File: config.mk
export PLATFORM = sky130hd
export DESIGN_NAME = sertx_port
export DESIGN_NICKNAME = d
export VERILOG_FILES = /design/src/rtl/sertx_pkg.sv /design/src/rtl/sertx_cfg.sv /design/src/rtl/sertx_fsm.sv /design/src/rtl/sertx_phase.sv /design/src/rtl/sertx_port.sv
export SDC_FILE = /design/constraint.sdc
export NUM_CORES = 1
export LEC_CHECK = 0
export ABC_AREA = 1
export ABC_CLOCK_PERIOD_IN_PS = 2500
export BUFFER_PORTS_ARGS = -buffer_cell sky130_fd_sc_hd__buf_2
export CORE_ASPECT_RATIO = 0.9
export CORE_MARGIN = 2
export CORE_UTILIZATION = 30
export CTS_BUF_LIST = sky130_fd_sc_hd__clkbuf_8
export CTS_CLUSTER_SIZE = 30
export DETAILED_ROUTE_END_ITERATION = 7
export MAX_ROUTING_LAYER = met4
export PLACE_DENSITY_LB_ADDON = 0.1
export SYNTH_ARGS = -nofsm -noshare
export SYNTH_HDL_FRONTEND = slang
export SYNTH_SLANG_ARGS = --single-unit
File: constraint.sdc
create_clock -name clk -period 2.5 [get_ports clk]
set_clock_uncertainty 0.15 [all_clocks]
set_input_delay 0.375 -clock clk [delete_from_list [all_inputs] [get_ports clk]]
set_output_delay 0.375 -clock clk [all_outputs]
set_load 0.005 [all_outputs]
File: src/rtl/sertx_pkg.sv
// Shared types for the serial transmitter with stretched start bit.
package sertx_pkg;
    // Frame position of the transmitter
    typedef enum logic [1:0] {
        ST_IDLE  = 2'd0,
        ST_START = 2'd1,
        ST_DATA  = 2'd2,
        ST_STOP  = 2'd3
    } tx_state_e;
endpackage

File: src/rtl/sertx_cfg.sv
// Turns the raw timing inputs into per-bit lengths.
// Assumes LEN_W is at least CNT_W+1, so bit length plus extension cannot overflow.
// A bit length of 0 is raised to 1. The stop length is clamped so it is never
// shorter than one bit period.
module sertx_cfg #(
    parameter int CNT_W = 5,
    parameter int LEN_W = CNT_W + 1
) (
    input  logic [CNT_W-1:0] bit_cycles,
    input  logic [CNT_W-1:0] stop_cycles,
    input  logic [CNT_W-1:0] start_ext,
    output logic [LEN_W-1:0] bit_len,
    output logic [LEN_W-1:0] start_len,
    output logic [LEN_W-1:0] stop_len
);
    logic [LEN_W-1:0] ext_w;
    logic [LEN_W-1:0] stop_w;

    // Derive start, data and stop lengths, with the stop-bit floor
    always_comb begin
        ext_w     = LEN_W'(start_ext);
        stop_w    = LEN_W'(stop_cycles);
        bit_len   = (bit_cycles == '0) ? LEN_W'(1) : LEN_W'(bit_cycles);
        start_len = bit_len + ext_w;
        if (stop_w >= bit_len + ext_w)
            stop_len = stop_w - ext_w;
        else
            stop_len = bit_len;
    end
endmodule

File: src/rtl/sertx_fsm.sv
// Frame sequencer. It drives the serial line bit: start, data LSB first, stop.
// It latches the lengths and the byte at acceptance. It accepts a new byte in
// the final stop cycle so back-to-back frames have no gap.
// Assumes lengths are at least 1 (guaranteed by sertx_cfg).
module sertx_fsm
    import sertx_pkg::*;
#(
    parameter int DATA_W = 8,
    parameter int LEN_W  = 6
) (
    input  logic              clk,
    input  logic              rst_n,
    input  logic              tx_valid,
    input  logic [DATA_W-1:0] tx_data,
    input  logic [LEN_W-1:0]  bit_len,
    input  logic [LEN_W-1:0]  start_len,
    input  logic [LEN_W-1:0]  stop_len,
    output logic              tx_ready,
    output logic              busy,
    output logic              line
);
    localparam int IDX_W = (DATA_W > 1) ? $clog2(DATA_W) : 1;

    tx_state_e         state;
    logic [LEN_W-1:0]  cnt;
    logic [LEN_W-1:0]  bit_q;
    logic [LEN_W-1:0]  stop_q;
    logic [IDX_W-1:0]  idx;
    logic [DATA_W-1:0] sh;
    logic              line_q;
    logic              last;
    logic              accept;

    // Handshake: idle, or the final cycle of the stop bit
    always_comb begin
        last     = (cnt == '0);
        tx_ready = (state == ST_IDLE) || (state == ST_STOP && last);
        accept   = tx_valid && tx_ready;
    end

    // Frame state, bit counter, shifter and line register
    always_ff @(posedge clk) begin
        if (!rst_n) begin
            state  <= ST_IDLE;
            cnt    <= '0;
            bit_q  <= '0;
            stop_q <= '0;
            idx    <= '0;
            sh     <= '0;
            line_q <= 1'b1;
        end else if (accept) begin
            state  <= ST_START;
            cnt    <= start_len - LEN_W'(1);
            bit_q  <= bit_len;
            stop_q <= stop_len;
            sh     <= tx_data;
            line_q <= 1'b0;
        end else begin
            case (state)
                ST_START: begin
                    if (last) begin
                        state  <= ST_DATA;
                        cnt    <= bit_q - LEN_W'(1);
                        idx    <= '0;
                        line_q <= sh[0];
                    end else begin
                        cnt <= cnt - LEN_W'(1);
                    end
                end
                ST_DATA: begin
                    if (last) begin
                        if (idx == IDX_W'(DATA_W - 1)) begin
                            state  <= ST_STOP;
                            cnt    <= stop_q - LEN_W'(1);
                            line_q <= 1'b1;
                        end else begin
                            idx    <= idx + IDX_W'(1);
                            sh     <= sh >> 1;
                            line_q <= sh[1];
                            cnt    <= bit_q - LEN_W'(1);
                        end
                    end else begin
                        cnt <= cnt - LEN_W'(1);
                    end
                end
                ST_STOP: begin
                    if (last) begin
                        state  <= ST_IDLE;
                        line_q <= 1'b1;
                    end else begin
                        cnt <= cnt - LEN_W'(1);
                    end
                end
                default: line_q <= 1'b1;
            endcase
        end
    end

    assign busy = (state != ST_IDLE);
    assign line = line_q;
endmodule

File: src/rtl/sertx_phase.sv
// Holding register for the stepper phase bits of the shared port.
// It loads on its strobe only, so transmitter activity cannot reach it.
module sertx_phase #(
    parameter int PH_W = 7
) (
    input  logic            clk,
    input  logic            rst_n,
    input  logic            load,
    input  logic [PH_W-1:0] val,
    output logic [PH_W-1:0] q
);
    // Capture a new phase pattern on the load strobe
    always_ff @(posedge clk) begin
        if (!rst_n)
            q <= '0;
        else if (load)
            q <= val;
    end
endmodule

File: src/rtl/sertx_port.sv
// Top level: a serial transmitter with stretched start bit on bit 0 of a
// shared output port. The upper port bits are stepper phases.
// Assumes configuration inputs are valid at the handshake edge. They are
// sampled there and ignored for the rest of the frame.
module sertx_port #(
    parameter int PORT_W = 8,
    parameter int DATA_W = 8,
    parameter int CNT_W  = 5
) (
    input  logic              clk,
    input  logic              rst_n,
    input  logic              tx_valid,
    input  logic [DATA_W-1:0] tx_data,
    output logic              tx_ready,
    input  logic [CNT_W-1:0]  bit_cycles,
    input  logic [CNT_W-1:0]  stop_cycles,
    input  logic [CNT_W-1:0]  start_ext,
    input  logic              phase_load,
    input  logic [PORT_W-2:0] phase_val,
    output logic [PORT_W-1:0] port_out,
    output logic              busy
);
    localparam int LEN_W = CNT_W + 1;
    localparam int PH_W  = PORT_W - 1;

    logic [LEN_W-1:0] bit_len;
    logic [LEN_W-1:0] start_len;
    logic [LEN_W-1:0] stop_len;
    logic             line;
    logic [PH_W-1:0]  ph_q;

    sertx_cfg #(.CNT_W(CNT_W), .LEN_W(LEN_W)) u_cfg (
        .bit_cycles  (bit_cycles),
        .stop_cycles (stop_cycles),
        .start_ext   (start_ext),
        .bit_len     (bit_len),
        .start_len   (start_len),
        .stop_len    (stop_len)
    );

    sertx_fsm #(.DATA_W(DATA_W), .LEN_W(LEN_W)) u_fsm (
        .clk       (clk),
        .rst_n     (rst_n),
        .tx_valid  (tx_valid),
        .tx_data   (tx_data),
        .bit_len   (bit_len),
        .start_len (start_len),
        .stop_len  (stop_len),
        .tx_ready  (tx_ready),
        .busy      (busy),
        .line      (line)
    );

    sertx_phase #(.PH_W(PH_W)) u_phase (
        .clk   (clk),
        .rst_n (rst_n),
        .load  (phase_load),
        .val   (phase_val),
        .q     (ph_q)
    );

    // Port assembly: phases above, serial line in bit 0
    assign port_out = {ph_q, line};
endmodule

After elaboration in Yosys (flattened, before gate mapping) --
Index checks and enable logic that the tools add are counted.
Word-level totals: flip-flop bits (word level) 39
Operators by class: reduce and logical (&&, ||, !) cells 19, equality and inequality tests 15, bitwise logic cells 2, $add $sub $neg 7, magnitude comparators 1, muxes and demuxes 28
Operators by type and width (count):
- $mux W6 | 6
- $mux W8 | 4
- $sub A6 B1 Y6 const B | 4
- $pmux W6 S3 | 1
- $reduce_and A5 Y1 | 3
- $ne A3 B1 Y1 const B | 4
- $ne A2 B1 Y1 const B | 5
- $mux W3 | 3
- $mux W2 | 4
- $reduce_bool A2 Y1 | 4
- $add A6 B5 Y6 | 1
- $ge A5 B6 Y1 | 1
- $logic_not A6 Y1 | 1
- $mux W1 | 6
- $pmux W2 S3 | 1
- $pmux W3 S2 | 1
- $reduce_and A3 Y1 | 2
- $sub A5 B5 Y6 | 1
- $logic_not A5 Y1 | 1
- $mux W5 | 1
- $eq A2 B2 Y1 const B | 2
- $reduce_bool A4 Y1 | 1
- $add A3 B1 Y3 const B | 1
- $eq A3 B3 Y1 const B | 1
- 11 further kinds | 13

Depth between registers and ports, before layout --
Gate-level depths: netlist (run 1).
word-level depth 6, mapped depth 21, depth with buffers taken out 21

By module --
A second synthesis (run 1) with hierarchy kept.
Second synthesis, totals: cells, all modules 463, area, all modules 2997.9 µm²
By module, submodules not included:
- sertx_fsm | seq. area each 640.6 µm², times used 1, cells an instance 311, area each 2035.7 µm²
- sertx_cfg | seq. area each 0.0 µm², times used 1, cells an instance 108, area each 671.9 µm²
- sertx_phase | seq. area each 140.1 µm², times used 1, cells an instance 43, area each 282.8 µm²
- sertx_port | seq. area each 0.0 µm², times used 1, cells an instance 1, area each 7.5 µm²

Worst setup path before layout (run 1) --
OpenSTA, ideal clock, no wires.
path type input-to-reg, start point input bit_cycles[1], end point register u_fsm.stop_q[0], path slack -223 ps, arrival time 2460 ps, cell stages on the path 20, buffers on the path 0, cells stage by stage inv_1 > a31oi_1 > inv_1 > ha_1 > fa_1 > inv_1 > nand2_1 > nand2_1 > inv_1 > ha_1 > nand2_1 > inv_1 > nand2_1 > nand2_1 > nor2_1 > nand2_1 > nand2_2 > nand2_1 > nand3_1 > nand2_1
Between the ends: longest elaborated chain between the ends 5
Ends and longest elaborated chain:
- start, declared | line sertx_port.sv:15 | input logic [CNT_W-1:0] bit_cycles,
- $logic_not A5 Y1 (*) | line sertx_cfg.sv:23 | bit_len = (bit_cycles == '0) ? LEN_W'(1) : LEN_W'(bit_cycles);
- $mux W5 (*) | line sertx_cfg.sv:23
- named net bit_len[0] | line sertx_port.sv:26 | logic [LEN_W-1:0] bit_len;
- $add A6 B5 Y6 | line sertx_cfg.sv:25 | if (stop_w >= bit_len + ext_w)
- $ge A5 B6 Y1 | line sertx_cfg.sv:25
- $mux W6 (*) | line sertx_cfg.sv:25
- end signal, assigned | line sertx_fsm.sv:55 | stop_q <= stop_len;
- end, declared | line sertx_fsm.sv:27 | logic [LEN_W-1:0] stop_q;
Mark *: on every way through the listed nets, which the timed path passes. The rest lies on a longest branch. A chain may end at the register's enable or synchronous reset.

Worst setup path after layout (run 1) --
start point input bit_cycles[1], end point register u_fsm.stop_q[3]
Between the ends: longest elaborated chain between the ends 5
Ends and longest elaborated chain (line):
- $logic_not A5 Y1 | sertx_cfg.sv:23
- $mux W5 | sertx_cfg.sv:23
- named net bit_len[0] | sertx_port.sv:26
- $add A6 B5 Y6 | sertx_cfg.sv:25
- $ge A5 B6 Y1 | sertx_cfg.sv:25
- $mux W6 | sertx_cfg.sv:25
The timed path passes the listed nets, and every way through them passes these cells.

==> flow_summary.json, run 1 <==
{
  "final_util_pct": 38.8,
  "antenna_left": 0,
  "num_antenna_cells": 0,
  "io_buffers": 43,
  "clock-sinks": 38,
  "layout-drive-gt1-share_pct": 25.5,
  "drtPass1Iterations": 5,
  "wl_per_cell_microns": 12.2,
  "ff2ff_path_depth": 9,
  "grt_pass1_wl_mm": 13.3,
  "syn_area_per_cell_sq_um": 6.54,
  "cpLargestDelayFamily": "simple AND/OR/NAND/NOR gates",
  "worst-path-max-fanout": 5,
  "postSynth.asyncResetShare_pct": 0,
  "synth_edf_count": 0,
  "core-area_sq_um": 9530,
  "hold_depth": 3,
  "clock_latency_ps": 290,
  "clk_pin_slew_ps": 80,
  "cts_root_buf": "clkbuf_8",
  "rsz0062_at_grt": "true",
  "crit_buf_inv": 6,
  "yosysMostFrequentCell": "nand2_1",
  "maxCapViolCount": 0,
  "synth_area_leaders": "dfxtp_1, nand2_1, ha_1",
  "endpoint_kind": "flop",
  "layout_worst_path_cycle_share_pct": 95.8,
  "cpPeakStageDelay_ps": 380,
  "syn-num-nets": 507,
  "yosys_warnings": 0,
  "pre_cts_ws_ps": -395,
  "maxSlewViolCount": 0,
  "place.gp.congestion": 0.809,
  "cts_tree": "built",
  "syn_area_sq_um": 2900,
  "power-per-cell-area_nw_per_um2": 830,
  "die_x_microns": 108,
  "cts-htree-levels": 2,
  "fmax_ghz": 0.417,
  "via_per_inst": 4.66,
  "ctsLongestPathBuffers": 2,
  "synthTopCellsByCount": "nand2_1, inv_1, nand3_1",
  "fp.dieH_microns": 97.2,
  "ys_seq_area_share_pct": 26.3,
  "drt_iter0_drc": 130,
  "rows": 34,
  "setup_viol": 0,
  "placed_area_sq_um": 3440,
  "ios": 44,
  "finalHoldViolations": 0,
  "wirelength_mm": 7.81,
  "p_leak_uw": 0.00184,
  "drc_errors": 0,
  "ys_types": 33,
  "power_uw": 3070,
  "nets": 576,
  "slowest_stage": "fa_2",
  "hp-class": "input port to flop",
  "cts_buffers": 5,
  "cp-start-kind": "input port",
  "netlist.area_leader.share_pct": 26.3,
  "holdBufCountCts": 0,
  "synth_top_area_cell": "dfxtp_1",
  "ys_ff_latch": 38,
  "synth_flop_cell": "dfxtp_1",
  "grt_pass1_vias": 2817,
  "path_cells": "buf_8 -> inv_4 -> a31oi_4 -> inv_2 -> ha_4 -> fa_2 -> inv_2 -> nand2_2 -> nand2_2 -> inv_2 -> ha_4 -> nand2_2 -> inv_1 -> nand2_1 -> nand2_1 -> nor2_2 -> nand2_2 -> nand2_4 -> nand2_2 -> nand2_1 -> nand2_1 -> nand2_1",
  "status": "completed",
  "cp.arrival_ps": 2480,
  "start_util_pct": 30.4,
  "area_growth_pct": 27.7,
  "dp_hpwl_mm": 6.22,
  "antenna_found_initial": 0,
  "overflow": 0,
  "vias": 2979,
  "tightest_slew_ps": 347,
  "setup_ws_ps": 104,
  "fin_area_sq_um": 3700,
  "critPathKind": "input port to flop",
  "cp.depth": 22,
  "irDropWorstVdd_uv": 384,
  "grt_usage_pct": 16.1,
  "synth_cells": 443,
  "fin_crit_ps": 2400,
  "die-area_sq_um": 10500,
  "worstPathRequired_ps": 2590,
  "grt_start_max_net_pins": 18,
  "maxSlewHeadroom_pct": 76.9,
  "hold_ws_ps": 151
}
[sequential cells by signal, indices dropped and copies added, names as in the netlist]
signal and cells:
u_fsm.cnt 6, u_fsm.bit_q 5, u_phase.q 7, u_fsm.idx 3, u_fsm.state 2, u_fsm.line 1, u_fsm.sh 8, u_fsm.stop_q 6
[worst min-delay path: stages]
cell	delay, ps
buf_2	70
nor2_1	30
nor2_1	80
[power breakdown]
part	switching, uW	leakage (uW)	internal, uW
sequential	115	0.000313	750
clock	231	0.0000472	222
combinational	1100	0.00148	654
total	1440	0.00184	1630
[cell families (layout without fill, tap and decap cells)]
logic type      Yosys count  after routing  synth area share (%)
compound gates           66             66                  12.7
xor+xnor                  4              4                  1.21
fa+ha+maj                30             30                  13.5
buf+inv                  77            147                  10.7
flops                    38             38                  26.3
simple gates            228            228                  35.7
[path summary, 6_finish.rpt]
| kind | from | end | slack [ps] |
|---|---|---|---|
| worst max-delay path | bit_cycles[1] | u_fsm.stop_q[3] | 100 |
| worst min-delay path | phase_val[3] | u_phase.q[3] | 150 |
| worst max register to register | u_fsm.state[0] | u_fsm.idx[0] | 370 |
| worst min register to register | u_fsm.cnt[1] | u_fsm.cnt[1] | 320 |
[cell usage in the layout (no fill, tap or decap), types with 2 or more instances in the layout]
master,instances
clkbuf_8,6
nand2_1,108
o21ai_0,23
nor2_2,4
buf_2,39
o21ai_1,4
nand2_2,14
ha_4,4
o211ai_1,3
nor2_4,4
ha_1,24
buf_4,30
a21oi_2,2
or2_2,2
dfxtp_1,38
a31oi_1,6
nand4_1,8
xor2_1,4
inv_1,58
nand3b_1,4
buf_8,2
nor2_1,35
nand3_2,5
a21oi_1,18
nand2_4,3
o22ai_1,5
inv_2,8
nand3_1,39
[stage by stage]
| step | TNS (ps) | std cells |
|---|---|---|
| after global routing | -238 | 639 |
| final | 0 | 639 |
| after global placement | -2230 | 629 |
| after detailed placement | -2720 | 629 |
| after floorplan | -188 | 443 |
| after CTS | 0 | 637 |
[layout make-up]
class,instances,area (sq um)
fill,1074,5830
multi-input combinational,328,1960
sequential,38,761
timing repair buffer,71,450
inverter,68,270
tap,126,158
clock buffer,6,82.6
clock inverter,2,12.5
[per-layer routing]
layer | GRT usage, % | wire length, microns
met1 | 22.6 | 3990
met2 | 24.3 | 3460
met3 | 2.75 | 279
met4 | 3.25 | 87
met5 | - | 0
[repair_timing]
action | in CTS | in global routing
resized for setup | 3 | 34
pin swaps | 0 | 17
endpoints found under the setup margin | 5 | 9
buffers inserted | 0 | 2
No activity file was read; power rests on OpenSTA's default activity.
==> run 2, diff against run 1 <==
ABC_CLOCK_PERIOD_IN_PS = 2950   (was 2500)
clock period = 2.95 ns   (was 2.5 ns; I/O delays follow)
==> run 2 against run 1 <==
Net effect:
- via count fell by 3.0%
- largest power group unchanged
- combinational power decreased by 19%
- sequential power down 15%
- total power fell by 12%
- setup slack improved by 190 ps
- hold slack gained 39 ps
- critical path depth unchanged
- register-to-register slack improved by 400 ps
- critical path type unchanged
- non-clock buffer count decreased by 14
- sequential share of layout area grew 1.3 points
- largest cell class unchanged
==> flow_summary.json, run 2 (synthesized netlist as in run 1, its figures left out) <==
{
  "cts_root_buf": "clkbuf_8",
  "die-area_sq_um": 10500,
  "area_growth_pct": 20.0,
  "grt_usage_pct": 15.5,
  "vias": 2890,
  "path_cells": "buf_2 -> inv_1 -> a31oi_2 -> inv_1 -> ha_1 -> fa_1 -> inv_1 -> nand2_1 -> nand2_1 -> inv_1 -> ha_1 -> nand2_1 -> inv_1 -> nand2_1 -> nand2_1 -> nor2_2 -> nand2_2 -> nand2_2 -> nand2_1 -> nand2_1 -> nand2_1 -> nand2_1",
  "fin_area_sq_um": 3470,
  "cts-htree-levels": 2,
  "antenna_found_initial": 0,
  "placed_area_sq_um": 3320,
  "wirelength_mm": 7.58,
  "antenna_left": 0,
  "via_per_inst": 4.62,
  "core-area_sq_um": 9530,
  "maxSlewHeadroom_pct": 66.6,
  "holdBufCountCts": 0,
  "drt_iter0_drc": 131,
  "cp_common_cell": "nand2_1",
  "final_common_cell": "nand2_1",
  "nets": 562,
  "slowest_stage": "fa_1",
  "place.gp.congestion": 0.803,
  "worstPathRequired_ps": 3040,
  "drtPass1Iterations": 4,
  "rsz0062_at_grt": "false",
  "overflow": 0,
  "irDropWorstVdd_uv": 369,
  "io_buffers": 43,
  "grt_pass1_vias": 2710,
  "hp-class": "input port to flop",
  "largest_reg_flops": 8,
  "maxCapViolCount": 0,
  "ios": 44,
  "pre_cts_ws_ps": -136,
  "power-per-cell-area_nw_per_um2": 782,
  "fp.dieH_microns": 97.2,
  "layout-drive-gt1-share_pct": 18.2,
  "cpPeakStageDelay_ps": 410,
  "postCtsSetupBuffers": 0,
  "final_cell_mix": "nand2_1, inv_1, buf_2, nand3_1, dfxtp_1",
  "worst-path-max-fanout": 5,
  "cts_resized": 0,
  "setup_ws_ps": 289,
  "drc_errors": 0,
  "p_leak_uw": 0.00178,
  "setup_viol": 0,
  "clk_pin_slew_ps": 90,
  "reg_top3": "u_fsm.sh: 8 flops, u_phase.q: 7 flops",
  "start_util_pct": 30.4,
  "wl_per_cell_microns": 12.1,
  "fin_crit_ps": 2660,
  "tightest_slew_ps": 500,
  "cp-start-kind": "input port",
  "cp.arrival_ps": 2750,
  "power_uw": 2720,
  "rows": 34,
  "die_x_microns": 108,
  "critPathKind": "input port to flop",
  "num_antenna_cells": 0,
  "fmax_ghz": 0.376,
  "hold_ws_ps": 190,
  "dp_hpwl_mm": 5.97,
  "maxSlewViolCount": 0,
  "finalHoldViolations": 0,
  "cts_tree": "built",
  "reg2reg_slack_ps": 770,
  "largest_register": "u_fsm.sh",
  "grt_start_max_net_pins": 25,
  "endpoint_kind": "flop",
  "grt_pass1_wl_mm": 12.8,
  "final_util_pct": 36.4,
  "status": "completed",
  "ctsLongestPathBuffers": 2,
  "clock-sinks": 38,
  "cts_buffers": 5,
  "clock_latency_ps": 300,
  "layout_worst_path_cycle_share_pct": 90.2
}
-- run 2: worst paths after layout --
check,from,cells past startpoint,end
worst min register to register,u_fsm.line,2,u_fsm.line
worst min-delay path,tx_data[7],3,u_fsm.sh[7]
worst max register to register,u_fsm.state[0],9,u_fsm.sh[6]
worst max-delay path,bit_cycles[4],22,u_fsm.stop_q[4]
-- run 2: report_power, final --
group	leakage (uW)	total, uW	internal, uW	switching, uW
registers	0.000313	735	636	99.2
logic	0.00140	1410	506	907
clock network	0.0000714	567	361	206
-- run 2: final cells by class --
cell class,instances,area [sq um]
inverter,68,255
multi-input combinational,328,1840
sequential,38,761
clock buffer,6,82.6
tap,126,158
timing repair buffer,57,320
clock inverter,2,60.1
fill,1081,6060
-- run 2: worst max-delay path: cells and delay by family --
family	cells	cell delay, ps
AO/OA/AOI/OAI	1	210
adder cells (fa/ha/maj)	3	880
buffers and inverters	6	370
AND/OR/NAND/NOR	12	830
-- run 2: per-layer routing --
layer	global-route usage, %	routed length [microns]
met1	21.3	3990
met2	24.2	3340
met3	2.41	191
met4	2.96	61
met5	-	0
-- run 2: per-stage QoR --
stage | std cells | TNS [ps]
after detailed placement | 617 | -659
after floorplan | 443 | 0
after global placement | 617 | -241
final | 625 | 0
after global routing | 625 | 0
after CTS | 625 | 0
